**src/rtl/rrt_pkg.sv**
```systemverilog
package rrt_pkg;

   // Action applied to a request flag on the next clock edge.
   typedef enum logic [1:0] {
      FLAG_KEEP  = 2'd0,
      FLAG_RAISE = 2'd1,
      FLAG_DROP  = 2'd2
   } flag_op_e;

endpackage

```
**src/rtl/rrt_divider.sv**
```systemverilog
// Modulo-N step counter: divides step pulses by div, where div of 0 means 2^W.
module rrt_divider #(
   parameter int W = 8
) (
   input  logic         clk,
   input  logic         rst_n,
   input  logic         clr,
   input  logic         step,
   input  logic [W-1:0] div,
   output logic         wrap
);

   localparam logic [W-1:0] ONE = W'(1);

   logic [W-1:0] cnt_q;
   logic [W-1:0] last;

   // A div of zero wraps to all ones, giving a count of 2^W.
   assign last = div - ONE;
   // Comparing with >= keeps the counter bounded if div shrinks mid-count.
   assign wrap = step && !clr && (cnt_q >= last);

   always_ff @(posedge clk or negedge rst_n) begin
      if (!rst_n) begin
         cnt_q <= '0;
      end else if (clr) begin
         cnt_q <= '0;
      end else if (step) begin
         cnt_q <= wrap ? '0 : cnt_q + ONE;
      end
   end

endmodule

```
**src/rtl/rrt_prescaler.sv**
```systemverilog
// Shared prescaler with a registered output pulse.
module rrt_prescaler #(
   parameter int W = 8
) (
   input  logic         clk,
   input  logic         rst_n,
   input  logic         ref_tick,
   input  logic [W-1:0] div,
   output logic         tick_o
);

   logic wrap;

   rrt_divider #(.W(W)) u_div (
      .clk   (clk),
      .rst_n (rst_n),
      .clr   (1'b0),
      .step  (ref_tick),
      .div   (div),
      .wrap  (wrap)
   );

   always_ff @(posedge clk or negedge rst_n) begin
      if (!rst_n) tick_o <= 1'b0;
      else        tick_o <= wrap;
   end

endmodule

```
**src/rtl/rrt_req_flag.sv**
```systemverilog
// Sticky request flag: disable beats expiry, and expiry beats acknowledge.
module rrt_req_flag
   import rrt_pkg::*;
(
   input  logic clk,
   input  logic rst_n,
   input  logic en,
   input  logic set,
   input  logic ack,
   output logic req
);

   flag_op_e op;

   always_comb begin
      if (!en)      op = FLAG_DROP;
      else if (set) op = FLAG_RAISE;
      else if (ack) op = FLAG_DROP;
      else          op = FLAG_KEEP;
   end

   always_ff @(posedge clk or negedge rst_n) begin
      if (!rst_n) begin
         req <= 1'b0;
      end else begin
         unique case (op)
            FLAG_RAISE: req <= 1'b1;
            FLAG_DROP:  req <= 1'b0;
            default:    req <= req;
         endcase
      end
   end

endmodule

```
**src/rtl/refresh_req_timer.sv**
```systemverilog
module refresh_req_timer #(
   parameter int NCH   = 2,
   parameter int CFG_W = 8
) (
   input  logic                 clk,
   input  logic                 rst_n,
   input  logic                 ref_tick,
   input  logic [CFG_W-1:0]     presc_cfg,
   input  logic [NCH*CFG_W-1:0] period_cfg,
   input  logic [NCH-1:0]       chan_en,
   input  logic [NCH-1:0]       svc_ack,
   output logic [NCH-1:0]       svc_req
);

   localparam int CFG_BUS_W = NCH * CFG_W;

   if (NCH < 1 || NCH > 8) begin : g_bad_nch
      $error("refresh_req_timer: NCH must lie in 1..8");
   end
   if (CFG_W < 2 || CFG_W > 16) begin : g_bad_cfg_w
      $error("refresh_req_timer: CFG_W must lie in 2..16");
   end
   if (CFG_BUS_W != $bits(period_cfg)) begin : g_bad_bus
      $error("refresh_req_timer: period bus width mismatch");
   end

   logic presc_tick;

   rrt_prescaler #(.W(CFG_W)) u_presc (
      .clk      (clk),
      .rst_n    (rst_n),
      .ref_tick (ref_tick),
      .div      (presc_cfg),
      .tick_o   (presc_tick)
   );

   for (genvar c = 0; c < NCH; c++) begin : g_chan
      logic expire;

      rrt_divider #(.W(CFG_W)) u_period (
         .clk   (clk),
         .rst_n (rst_n),
         .clr   (!chan_en[c]),
         .step  (presc_tick),
         .div   (period_cfg[c*CFG_W +: CFG_W]),
         .wrap  (expire)
      );

      rrt_req_flag u_flag (
         .clk   (clk),
         .rst_n (rst_n),
         .en    (chan_en[c]),
         .set   (expire),
         .ack   (svc_ack[c]),
         .req   (svc_req[c])
      );
   end

endmodule

```
**config.mk**
```make
export PLATFORM = sky130hd
export DESIGN_NAME = refresh_req_timer
export DESIGN_NICKNAME = d
export VERILOG_FILES = /design/src/rtl/rrt_pkg.sv /design/src/rtl/rrt_divider.sv /design/src/rtl/rrt_prescaler.sv /design/src/rtl/rrt_req_flag.sv /design/src/rtl/refresh_req_timer.sv
export SDC_FILE = /design/constraint.sdc
export NUM_CORES = 1
export LEC_CHECK = 0
export BUFFER_PORTS_ARGS = -buffer_cell sky130_fd_sc_hd__buf_4
export CORE_ASPECT_RATIO = 1.4
export CORE_MARGIN = 3
export CORE_UTILIZATION = 32
export CTS_CLUSTER_DIAMETER = 150
export DETAILED_ROUTE_END_ITERATION = 8
export SLEW_MARGIN = 15
export SYNTH_ARGS = -nofsm -noshare
export SYNTH_HDL_FRONTEND = slang
export SYNTH_HIERARCHICAL = 1
export SYNTH_SLANG_ARGS = --single-unit
export TNS_END_PERCENT = 100
```
**constraint.sdc**
```tcl
create_clock -name clk -period 2.12 [get_ports clk]
set_clock_uncertainty 0.05 [all_clocks]
set_input_delay 0 -clock clk [delete_from_list [all_inputs] [get_ports clk]]
set_output_delay 0 -clock clk [all_outputs]
set_load 0.005 [all_outputs]
```
=== Word-level counts from Yosys, hierarchy flattened ===
Index checks and enable logic that the tools add are counted.

* Bits in registers: 27
* Input port bits: 31
* Output and inout port bits: 2
* Word-level logic and storage cells: 43

* $add $sub $neg: 6
* Magnitude comparators: 3
* Eq/ne operators: 6
* Muxes and demuxes: 15
* Reduce and logical (&&, ||, !) cells: 7

{| class="wikitable"
|+ Operators by type and width
! cell !! number
|-
| 8-bit two-way mux || 7
|-
| 8-bit by 1-bit adder with 8-bit output, second input constant || 3
|-
| 8-bit >= comparator || 3
|-
| 8-bit by 1-bit subtractor with 8-bit output, second input constant || 3
|-
| 2-bit two-way mux || 6
|-
| 1-bit logical AND || 5
|-
| 2-bit by 1-bit equality test with 1-bit output, second input constant || 2
|-
| 2-bit equality test, second input constant || 2
|-
| 2-bit by 1-bit != test with 1-bit output, second input constant || 2
|-
| 1-bit case mux with 2 select lines || 2
|-
| 2-bit nonzero test || 2
|}

=== Logic depth before layout (Yosys ltp) ===
Gate-level depths: netlist of run 1.

* Word-level depth: 7
* Mapped depth: 13
* Mapped depth without buffers: 13

=== Hierarchy ===
The synthesis of run 1 kept the hierarchy.

{| class="wikitable"
|+ By module, submodules not included
! module !! instances !! cells each !! area an instance (µm²) !! seq. area each (µm²)
|-
| rrt_divider at g_chan[0].u_period ... || 2 || 80 || 728.2 || 200.2
|-
| rrt_divider at u_presc.u_div || 1 || 89 || 745.7 || 200.2
|-
| rrt_req_flag || 2 || 7 || 62.6 || 25.0
|-
| rrt_prescaler || 1 || 2 || 28.8 || 25.0
|-
| refresh_req_timer || 1 || 2 || 7.5 || 0.0
|}

=== Worst setup path after synthesis of run 1 ===
OpenSTA, ideal clock, no wires.

* Path kind: input to register
* Start point: input period_cfg[4]
* End point: register g_chan[0].u_flag.req
* Library setup time: 121 ps
* Arrival time: 2001 ps
* Data required time: 1949 ps
* Path slack: -51 ps
* Stages: 12
* Buffers on the path: 0
* Cells stage by stage: nor4_1 > nand2_1 > xor2_1 > ha_1 > nand2_1 > nor4_1 > a21oi_1 > nor2_1 > nand2_1 > ha_1 > nand2_1 > o21ai_1

* Cells in the longest elaborated chain, start to end: 7
* Elaborated cells between the ends (all ways): 9

{| class="wikitable"
|+ RTL lines
! element !! RTL line !! RTL
|-
| start, declared || refresh_req_timer.sv:9 || <nowiki>input logic [NCH*CFG_W-1:0] period_cfg,</nowiki>
|-
| 8-bit by 1-bit subtractor with 8-bit output * || rrt_divider.sv:19 || <nowiki>assign last = div - ONE;</nowiki>
|-
| 8-bit >= comparator * || rrt_divider.sv:21 || <nowiki>assign wrap = step && !clr && (cnt_q >= last);</nowiki>
|-
| 1-bit logical AND * || rrt_divider.sv:21 ||
|-
| via g_chan[0].expire || refresh_req_timer.sv:38 || <nowiki>logic expire;</nowiki>
|-
| 2-bit two-way mux * || rrt_req_flag.sv:17 || <nowiki>else if (set) op = FLAG_RAISE;</nowiki>
|-
| 2-bit two-way mux * || rrt_req_flag.sv:16 || <nowiki>if (!en) op = FLAG_DROP;</nowiki>
|-
| 2-bit equality test / 2-bit by 1-bit equality test with 1-bit output (equally long branches) || rrt_req_flag.sv:26 || <nowiki>unique case (op)</nowiki>
|-
| 1-bit case mux with 2 select lines / 2-bit nonzero test (equally long branches) || - ||
|-
| end signal, assigned || rrt_req_flag.sv:29 || <nowiki>default: req <= req;</nowiki>
|-
| end, declared || rrt_req_flag.sv:10 || <nowiki>output logic req</nowiki>
|}

Mark *: on every way through the listed nets, which the timed path passes. The rest lies on a longest branch.
A chain may end at the register's enable or synchronous reset.

=== Worst setup path in the final report of run 1 ===
* Start point: register g_chan[0].u_period.cnt_q[0]
* End point: register g_chan[0].u_period.cnt_q[4]

* Cells in the longest elaborated chain, start to end: 5
* Elaborated cells between the ends (all ways): 6

{| class="wikitable"
|+ RTL lines
! element !! RTL line !! RTL
|-
| start, declared || rrt_divider.sv:15 || <nowiki>logic [W-1:0] cnt_q;</nowiki>
|-
| start signal, assigned || rrt_divider.sv:29 || <nowiki>cnt_q <= wrap ? '0 : cnt_q + ONE;</nowiki>
|-
| 8-bit >= comparator || rrt_divider.sv:21 ||
|-
| 1-bit logical AND || rrt_divider.sv:21 ||
|-
| 8-bit two-way mux * || rrt_divider.sv:29 ||
|-
| 8-bit two-way mux * || rrt_divider.sv:28 || <nowiki>end else if (step) begin</nowiki>
|-
| 8-bit two-way mux * || rrt_divider.sv:26 || <nowiki>end else if (clr) begin</nowiki>
|}

Every way passes the cells marked *; elsewhere a longest branch is shown, timed or not. The select of a mux whose other input is x is not followed.

==> results_dict.tcl, run 1 <==
set metrics [dict create \
    post-route-period-util 0.9927 \
    synth-main-ff-cell "dfrtp_1" \
    pin_count 33 \
    preCtsSetupSlack_ns -0.3206 \
    rows 36 \
    first_pass_iters 5 \
    die-area_um2 8468 \
    whs_ns 0.06274 \
    r2r-end "g_chan[0].u_period/cnt_q[4]" \
    fin_ws_ns 0.01538 \
    total_power_mw 1.077 \
    placed_cells 427 \
    vias 2236 \
    drt-initial-drc-count 80 \
    drtAntennaViolNets 0 \
    synth_area_um2 2364 \
    hold_viol_final 0 \
    wl_per_cell_um 12.52 \
    fin_crit_ns 2.105 \
    grt.overflow.total 0 \
    syn2layout_area_growth_pct 35.79 \
    dp_hpwl_mm 4.373 \
    drcViolationCount 0 \
    worstPathArrival_ns 2.26 \
    setup_viol 0 \
    setup.worst_path.end_class "flop" \
    critPathLaunchType "flop" \
    via_per_inst 5.128 \
    fin_area_um2 3209 \
    drive_above_1_share 0.3431 \
    io_buffers 32 \
    start_util 0.3342 \
    cts_buffers 3 \
    critPathMaxFanout 5 \
    peakVddDrop_mv 0.2173 \
    hp-class "input pin to flop" \
    synth.yosys.seq_area_share 0.2859 \
    power_leakage_nw 1.503 \
    status "finished, final reports clean" \
    synth_edf_count 0 \
    nets 405 \
    maxCapViolations 0 \
    critPathKind "flop to flop" \
    reg2reg_setup_slack_ns 0.02 \
    cts-root-buf "clkbuf_8" \
    met2_usage 0.2631 \
    power_density_nw_per_um2 335.7 \
    busiest_layer "met2" \
    cts_buffer_depth 2 \
    worst_pin_slew_ns 0.6793 \
    routed_wl_mm 5.460 \
    synth_nets 330 \
    yosysWarnings 6 \
    avgSynthCellArea_um2 8.852 \
    crit_end "g_chan[0].u_period/cnt_q[4]" \
    path_clk_slew_ns 0.09 \
    grt_pass1_wl_mm 9.784 \
    fp.coreArea_um2 7072 \
    fp.dieH_um 107.7 \
    cp.required_ns 2.27 \
    final_max_slew_viol_count 0 \
    grt_max_degree 28 \
    max_clock_freq_ghz 0.4751 \
    diodes 0 \
    antenna_found_initial 0 \
    critPathLaunch "g_chan[0].u_period/cnt_q[0]" \
    maxSlewHeadroom 0.5455 \
    rsz0062_at_grt "true" \
    synth.distinct_cells 44 \
    grt_use_met1 0.1672 \
    setup_tns_ns 0 \
    synth-seq-cells 27 \
    cts_tree "yes" \
    place_area_um2 2984 \
    async_flop_share 1.000 \
    grt_pass1_vias 2207 \
    place_congestion 0.7383 \
    r2r_cells 8 \
    final_cell_mix "buf_4 (68), nand2_1 (37), ha_1 (30), dfrtp_1 (26), nor2_1 (18)" \
    clock_latency_ns 0.27 \
    die_x_um 78.64 \
    grt_use_met3 0.01256 \
    r2r-start "g_chan[0].u_period/cnt_q[0]" \
    final_common_cell "buf_4" \
    cts_sinks 27 \
    fin_cells 436 \
    synth_cells 267 \
    fin_util 0.4538 \
    grt_usage 0.1394 \
    h-tree-depth 1 \
]
-- flip-flops by register name (all words and copies together), names as in the netlist --
name,count
g_chan.u_flag/req,2
u_presc/tick_o,1
g_chan.u_period/cnt_q,16
u_presc/u_div/cnt_q,8
-- cells in the mapped netlist (2+ instances only) --
library cell | number | area share
a31oi_1 | 2 | 0.0053
a22o_2 | 4 | 0.017
a211oi_2 | 4 | 0.021
and4b_1 | 2 | 0.0085
xor2_1 | 9 | 0.033
and3_1 | 4 | 0.011
nand2_1 | 37 | 0.059
a221o_2 | 3 | 0.014
nor3_1 | 12 | 0.025
o21ai_1 | 3 | 0.0064
nor3b_1 | 3 | 0.0095
mux2i_1 | 4 | 0.017
a2111o_1 | 2 | 0.0095
a21o_2 | 2 | 0.0074
ha_1 | 32 | 0.17
dfrtp_1 | 27 | 0.29
o21ai_2 | 2 | 0.0074
a221o_1 | 2 | 0.0085
nor4b_1 | 3 | 0.011
a21oi_1 | 13 | 0.028
nand2b_4 | 2 | 0.012
o21ai_0 | 6 | 0.013
inv_1 | 16 | 0.025
buf_6 | 3 | 0.014
nor2_1 | 20 | 0.032
xnor2_1 | 10 | 0.037
nand3_1 | 13 | 0.028
mux2_2 | 2 | 0.0095
nand2b_1 | 3 | 0.0079
and3_2 | 3 | 0.0095
nor4_1 | 6 | 0.016
-- per-layer routing --
metal  share of wire  up-vias
met5               0        -
met4           0.014        0
met3           0.031       10
met2            0.54       47
met1            0.42     1068
li1                -     1111
-- power breakdown --
part	internal (mW)	switching, mW	total, mW
clock	0.135	0.157	0.291
sequential	0.521	0.00601	0.527
combinational	0.130	0.129	0.259
-- final cells by class --
| type | instances | area [µm²] |
|---|---|---|
| clock buffers | 4 | 45.04 |
| multi-input cells | 220 | 1724 |
| flip-flops and latches | 27 | 676.9 |
| repair buffers | 74 | 584.3 |
| well taps | 95 | 118.9 |
| fillers | 721 | 3862 |
| inverters | 16 | 60.06 |
-- worst max-delay path, cell delays in order, from the launching register on --
cell	delay, ns
dfrtp_1	0.35
inv_1	0.04
ha_1	0.26
nand2b_4	0.13
a2111o_1	0.43
a211oi_4	0.35
buf_4	0.18
a41oi_2	0.13
a21oi_2	0.12
-- logic make-up after synthesis --
group	Yosys count	synth area share
and+or+nand+nor	114	0.2456
xor gates and xnor gates	19	0.07041
DFF	27	0.2859
adders and majority gates	32	0.1694
muxes	6	0.02647
buffers and inverters	20	0.04288
other	1	0.001587
AOI/OAI and AO/OA	48	0.1578
-- worst min path at each step --
stage	slack, ns	start	cells past startpoint	to
2_1_floorplan	-0.35	rst_n	0	g_chan[0].u_flag/req
3_3_place_gp	-0.10	rst_n	1	g_chan[1].u_flag/req
3_5_place_dp	-0.10	rst_n	1	g_chan[1].u_flag/req
4_1_cts	0.05	chan_en[0]	4	g_chan[0].u_flag/req
5_1_grt	0.07	chan_en[0]	4	g_chan[0].u_flag/req
6_report	0.06	chan_en[0]	4	g_chan[0].u_flag/req
-- what timing repair did --
action,CTS,global route
pin swaps,2,9
hold endpoints to repair,29,0
gates resized for setup,8,18
setup endpoints to repair,6,13
gates cloned,0,0
hold buffers,2,0
setup buffers,0,3
Note: power is estimated with default switching activity, not from simulation.
==> inputs of run 2 (changes only) <==
==> constraint.sdc (replaced) <==
create_clock -name clk -period 1.9 [get_ports clk]
set_clock_uncertainty 0.05 [all_clocks]
set_input_delay 0 -clock clk [delete_from_list [all_inputs] [get_ports clk]]
set_output_delay 0 -clock clk [all_outputs]
set_load 0.005 [all_outputs]
==> results_dict.tcl, run 2 (synthesis gave the netlist of run 1 again) <==
set metrics [dict create \
    status "finished, violations left" \
    violations "setup timing" \
    grt.overflow.total 0 \
    whs_ns 0.06428 \
    drtAntennaViolNets 0 \
    start_util 0.3342 \
    fp.coreArea_um2 7072 \
    fin_ws_ns -0.1813 \
    largest_reg_flops 16 \
    fin_area_um2 3478 \
    place_area_um2 3154 \
    internal_power_mw 0.8974 \
    grt_pass1_wl_mm 9.259 \
    hp-start "chan_en[0]" \
    preCtsSetupSlack_ns -0.3874 \
    routed_wl_mm 5.648 \
    fp.dieH_um 107.7 \
    cts_buffer_depth 2 \
    place_congestion 0.7790 \
    drcViolationCount 0 \
    grt_max_degree 28 \
    die-area_um2 8468 \
    final_max_slew_viol_count 0 \
    placed_cells 442 \
    regArea_um2 675.6 \
    maxCapViolations 0 \
    io_buffers 32 \
    top_regs "g_chan.u_period/cnt_q: 16 flops, u_presc/u_div/cnt_q: 8 flops, g_chan.u_flag/req: 2 flops" \
    r2r-end "g_chan[1].u_period/cnt_q[2]" \
    setup.worst_path.end_class "flop" \
    critPathLaunchType "flop" \
    final_cell_mix "buf_4 (90), nand2_1 (36), ha_1 (30), dfrtp_1 (27), nor2_1 (18)" \
    hp-class "input pin to flop" \
    h-tree-depth 1 \
    fin_cells 459 \
    r2r-start "g_chan[1].u_period/cnt_q[0]" \
    cts_buffers 3 \
    peakVddDrop_mv 0.2423 \
    switching_share 0.2858 \
    first_pass_iters 4 \
    max_clock_freq_ghz 0.4805 \
    drive_above_1_share 0.4093 \
    critPathMaxFanout 7 \
    antenna_found_initial 0 \
    worstPathArrival_ns 2.24 \
    fin_crit_ns 2.081 \
    grt_pass1_vias 2170 \
    syn2layout_area_growth_pct 47.17 \
    rows 36 \
    critPathLaunch "g_chan[1].u_period/cnt_q[0]" \
    hold_viol_final 0 \
    worst_pin_slew_ns 0.6480 \
    total_power_mw 1.256 \
    wl_per_cell_um 12.31 \
    pin_count 33 \
    n_fill_cell 666 \
    multi_input_area_um2 1814 \
    final_common_cell "buf_4" \
    dp_hpwl_mm 4.279 \
    crit_end "g_chan[1].u_period/cnt_q[2]" \
    cts_tree "yes" \
    power_density_nw_per_um2 361.2 \
    grt_usage 0.1318 \
    critPathKind "flop to flop" \
    maxSlewHeadroom 0.5664 \
    r2r_cells 9 \
    regMostFlops "g_chan.u_period/cnt_q" \
    path_clk_slew_ns 0.11 \
    power_frac_seq 0.467 \
    cts_sinks 27 \
    cts-root-buf "clkbuf_8" \
    cp.required_ns 2.06 \
    power_frac_clock 0.275 \
    power_frac_comb 0.258 \
    vias 2274 \
    clock_latency_ns 0.28 \
    die_x_um 78.64 \
    power_leakage_nw 1.648 \
    diodes 0 \
    nets 428 \
    via_per_inst 4.954 \
    post-route-period-util 1.095 \
    rsz0062_at_grt "true" \
    power_switching_mw 0.3590 \
    drt-initial-drc-count 69 \
    setup_viol 18 \
    reg2reg_setup_slack_ns -0.18 \
]
-- run 2: cell count changes in the layout (fill, tap and decap cells not counted), moves of 2 or more --
cell     delta
buf_4      +22
and3_2      -3
and3_4      +3
a21oi_1     -2
a21oi_2     +2
nor4_2      -2
nor4_4      +2
xnor2_1     -2
xnor2_2     +2
-- run 2: layout make-up --
type,instances,share of cell area
clock inverter,1,0.002158
tap,95,0.03417
multi-input combinational,220,0.5216
timing repair buffer,97,0.2187
sequential,27,0.1942
clock buffer,3,0.01187
inverter,16,0.01727
-- run 2: power by group through the flow --
stage | clock (mW) | combinational [mW] | sequential, mW
global route | 0.377 | 0.361 | 0.588
floorplan | 0 | 0.137 | 0.598
finish | 0.345 | 0.324 | 0.587
global placement | 0 | 0.290 | 0.598
CTS | 0.352 | 0.305 | 0.587
detailed placement | 0 | 0.295 | 0.598
-- run 2: through the flow --
stage,utilization,setup TNS (ns)
floorplan,-,-0.4662
global placement,0.4460,-6.087
detailed placement,0.4460,-6.387
CTS,0.4630,-1.794
global route,0.4919,-3.847
finish,0.4919,-2.036
-- run 2: worst min-delay path by stage --
stage / end / slack (ns) / cells past startpoint
6_report: g_chan[0].u_flag/req / 0.06 / 4
5_1_grt: g_chan[0].u_flag/req / 0.07 / 4
4_1_cts: g_chan[0].u_flag/req / 0.06 / 4
3_3_place_gp: g_chan[0].u_flag/req / -0.11 / 1
2_1_floorplan: g_chan[0].u_flag/req / -0.35 / 0
3_5_place_dp: g_chan[0].u_flag/req / -0.10 / 1
-- run 2: metal layers --
metal	track usage	routed length, µm
met5	0	0
met4	0.03750	73
met3	0.01005	125
met2	0.2521	3051
met1	0.1538	2397
-- run 2: timing repair --
item | 4_1_cts | 5_1_grt
hold buffers | 2 | 0
pin swaps | 12 | 14
endpoints found under the setup margin | 19 | 25
resized for setup | 6 | 29
gates cloned | 0 | 1
buffers inserted | 3 | 7
hold endpoints to repair | 29 | 0
-- run 2: critical path, stage by stage, from the launching register on --
cell,delay (ns)
dfrtp_1,0.40
inv_1,0.07
ha_1,0.22
nand2b_4,0.13
a2111o_1,0.40
a211oi_2,0.22
buf_4,0.18
buf_6,0.14
a21oi_2,0.05
mux2i_1,0.15
==> inputs of run 3 (changes only) <==
==> constraint.sdc (replaced) <==
create_clock -name clk -period 1.9 [get_ports clk]
set_clock_uncertainty 0.05 [all_clocks]
set_input_delay 0 -clock clk [delete_from_list [all_inputs] [get_ports clk]]
set_output_delay 0 -clock clk [all_outputs]
set_load 0.02 [all_outputs]
==> results_dict.tcl, run 3 (synthesis gave the netlist of run 1 again) <==
set metrics [dict create \
    syn2layout_area_growth_pct 51.99 \
    reg2reg_setup_slack_ns -0.21 \
    r2r-start "g_chan[1].u_period/cnt_q[0]" \
    h-tree-depth 1 \
    fin_cells 462 \
    first_pass_iters 4 \
    cts-root-buf "clkbuf_8" \
    critPathKind "flop to flop" \
    worst_pin_slew_ns 0.7367 \
    fin_ws_ns -0.2139 \
    status "finished, violations left" \
    post-route-period-util 1.113 \
    antenna_found_initial 0 \
    cts_tree "yes" \
    critPathMaxFanout 2 \
    setup_viol 18 \
    grt_pass1_wl_mm 9.425 \
    nets 431 \
    placed_cells 443 \
    peakVddDrop_mv 0.2318 \
    pin_count 33 \
    via_per_inst 4.918 \
    hold-path-endpoint "g_chan[1].u_flag/req" \
    grt_usage 0.1321 \
    hp-start "chan_en[1]" \
    clock_latency_ns 0.27 \
    final_max_slew_viol_count 0 \
    drive_above_1_share 0.4496 \
    power_leakage_nw 1.667 \
    die-area_um2 8468 \
    violations "setup timing" \
    cts_sinks 27 \
    place_congestion 0.8062 \
    grt_pass1_vias 2298 \
    rows 36 \
    vias 2272 \
    drcViolationCount 0 \
    preCtsSetupSlack_ns -0.4248 \
    r2r_cells 10 \
    min_path_cells 4 \
    top_regs "g_chan.u_period/cnt_q: 16 flops, u_presc/u_div/cnt_q: 8 flops, g_chan.u_flag/req: 2 flops" \
    final_cell_mix "buf_4 (93), nand2_1 (32), dfrtp_1 (27), ha_1 (23), nor2_1 (16)" \
    drtAntennaViolNets 0 \
    grt_max_degree 28 \
    setup.worst_path.end_class "flop" \
    cts_buffer_depth 2 \
    fin_crit_ns 2.114 \
    wl_per_cell_um 11.86 \
    fin_util 0.5080 \
    die_x_um 78.64 \
    whs_ns 0.06361 \
    critPathLaunchType "flop" \
    hp-class "input pin to flop" \
    rsz0062_at_grt "true" \
    place_area_um2 3149 \
    drt-initial-drc-count 79 \
    cts_buffers 3 \
    dp_hpwl_mm 4.210 \
    maxCapViolations 0 \
    fp.coreArea_um2 7072 \
    largest_reg_flops 16 \
    hold_viol_final 0 \
    final_common_cell "buf_4" \
    grt.overflow.total 0 \
    r2r-end "g_chan[1].u_flag/req" \
    max_clock_freq_ghz 0.4731 \
    fin_area_um2 3592 \
    maxSlewHeadroom 0.5071 \
    routed_wl_mm 5.480 \
    start_util 0.3342 \
    path_clk_slew_ns 0.09 \
    power_density_nw_per_um2 351.4 \
    diodes 0 \
    cp.required_ns 2.02 \
    io_buffers 32 \
    regMostFlops "g_chan.u_period/cnt_q" \
    worstPathArrival_ns 2.24 \
    fp.dieH_um 107.7 \
]
[run 3: cell count changes in the layout (fill, tap and decap cells not counted), moves of 3 or more]
| cell | previous run | this run |
|---|---|---|
| buf_4 | 90 | 93 |
| ha_1 | 30 | 23 |
| ha_2 | 0 | 3 |
| ha_4 | 2 | 6 |
| nand2_1 | 36 | 32 |
| nand2_2 | 1 | 5 |
[run 3: layout make-up]
class                   count  area [µm²]
inverters                  16       60.06
well taps                  95       118.9
flip-flops and latches     27       675.6
clock buffers               4       45.04
multi-input cells         220        1918
fillers                   670        3480
repair buffers            100       774.5
[run 3: worst max-delay path, cell delays in order, from the launching register on]
cell	delay, ns
dfrtp_1	0.36
inv_1	0.05
ha_1	0.26
nand2b_4	0.13
a2111o_1	0.46
a21oi_2	0.16
nor2_2	0.05
o21ai_2	0.16
ha_4	0.23
nand2_2	0.06
o21ai_2	0.05
[run 3: how the worst max path moves through the flow]
| stage | start | to | slack [ns] | cells past startpoint |
|---|---|---|---|---|
| 3_3_place_gp | period_cfg[4] | g_chan[0].u_flag/req | -0.37 | 13 |
| 6_report | g_chan[1].u_period/cnt_q[0] | g_chan[1].u_flag/req | -0.21 | 10 |
| 5_1_grt | g_chan[1].u_period/cnt_q[0] | g_chan[1].u_period/cnt_q[4] | -0.33 | 9 |
| 4_1_cts | g_chan[1].u_period/cnt_q[0] | g_chan[1].u_flag/req | -0.22 | 10 |
| 2_1_floorplan | g_chan[0].u_period/cnt_q[0] | g_chan[0].u_flag/req | -0.12 | 10 |
| 3_5_place_dp | presc_cfg[3] | u_presc/u_div/cnt_q[2] | -0.42 | 11 |
[run 3: where the power goes]
| part | total, mW | switching [mW] | internal [mW] |
|---|---|---|---|
| Sequential | 0.586 | 0.00463 | 0.581 |
| Combinational | 0.345 | 0.170 | 0.175 |
| Clock | 0.331 | 0.181 | 0.150 |
[run 3: routing by layer]
metal	global-route usage	share of wire	vias to the layer above
li1	-	-	1161
met2	0.2606	0.54	34
met4	0.04250	0.0069	0
met5	0	0	-
met1	0.1484	0.42	1075
met3	0.005025	0.024	2
[run 3: what timing repair did]
action,CTS,global route
hold endpoints to repair,29,0
cloned,0,1
hold buffers,2,0
setup endpoints to repair,25,25
gates resized for setup,19,35
buffers inserted,7,5
pin swaps,12,30
[run 3: stage by stage]
step / TNS (ns) / power [mW]
floorplan: -0.4836 / 0.7386
global placement: -6.703 / 0.8879
detailed placement: -8.088 / 0.8943
CTS: -2.618 / 1.249
global route: -4.286 / 1.335
finish: -2.590 / 1.262
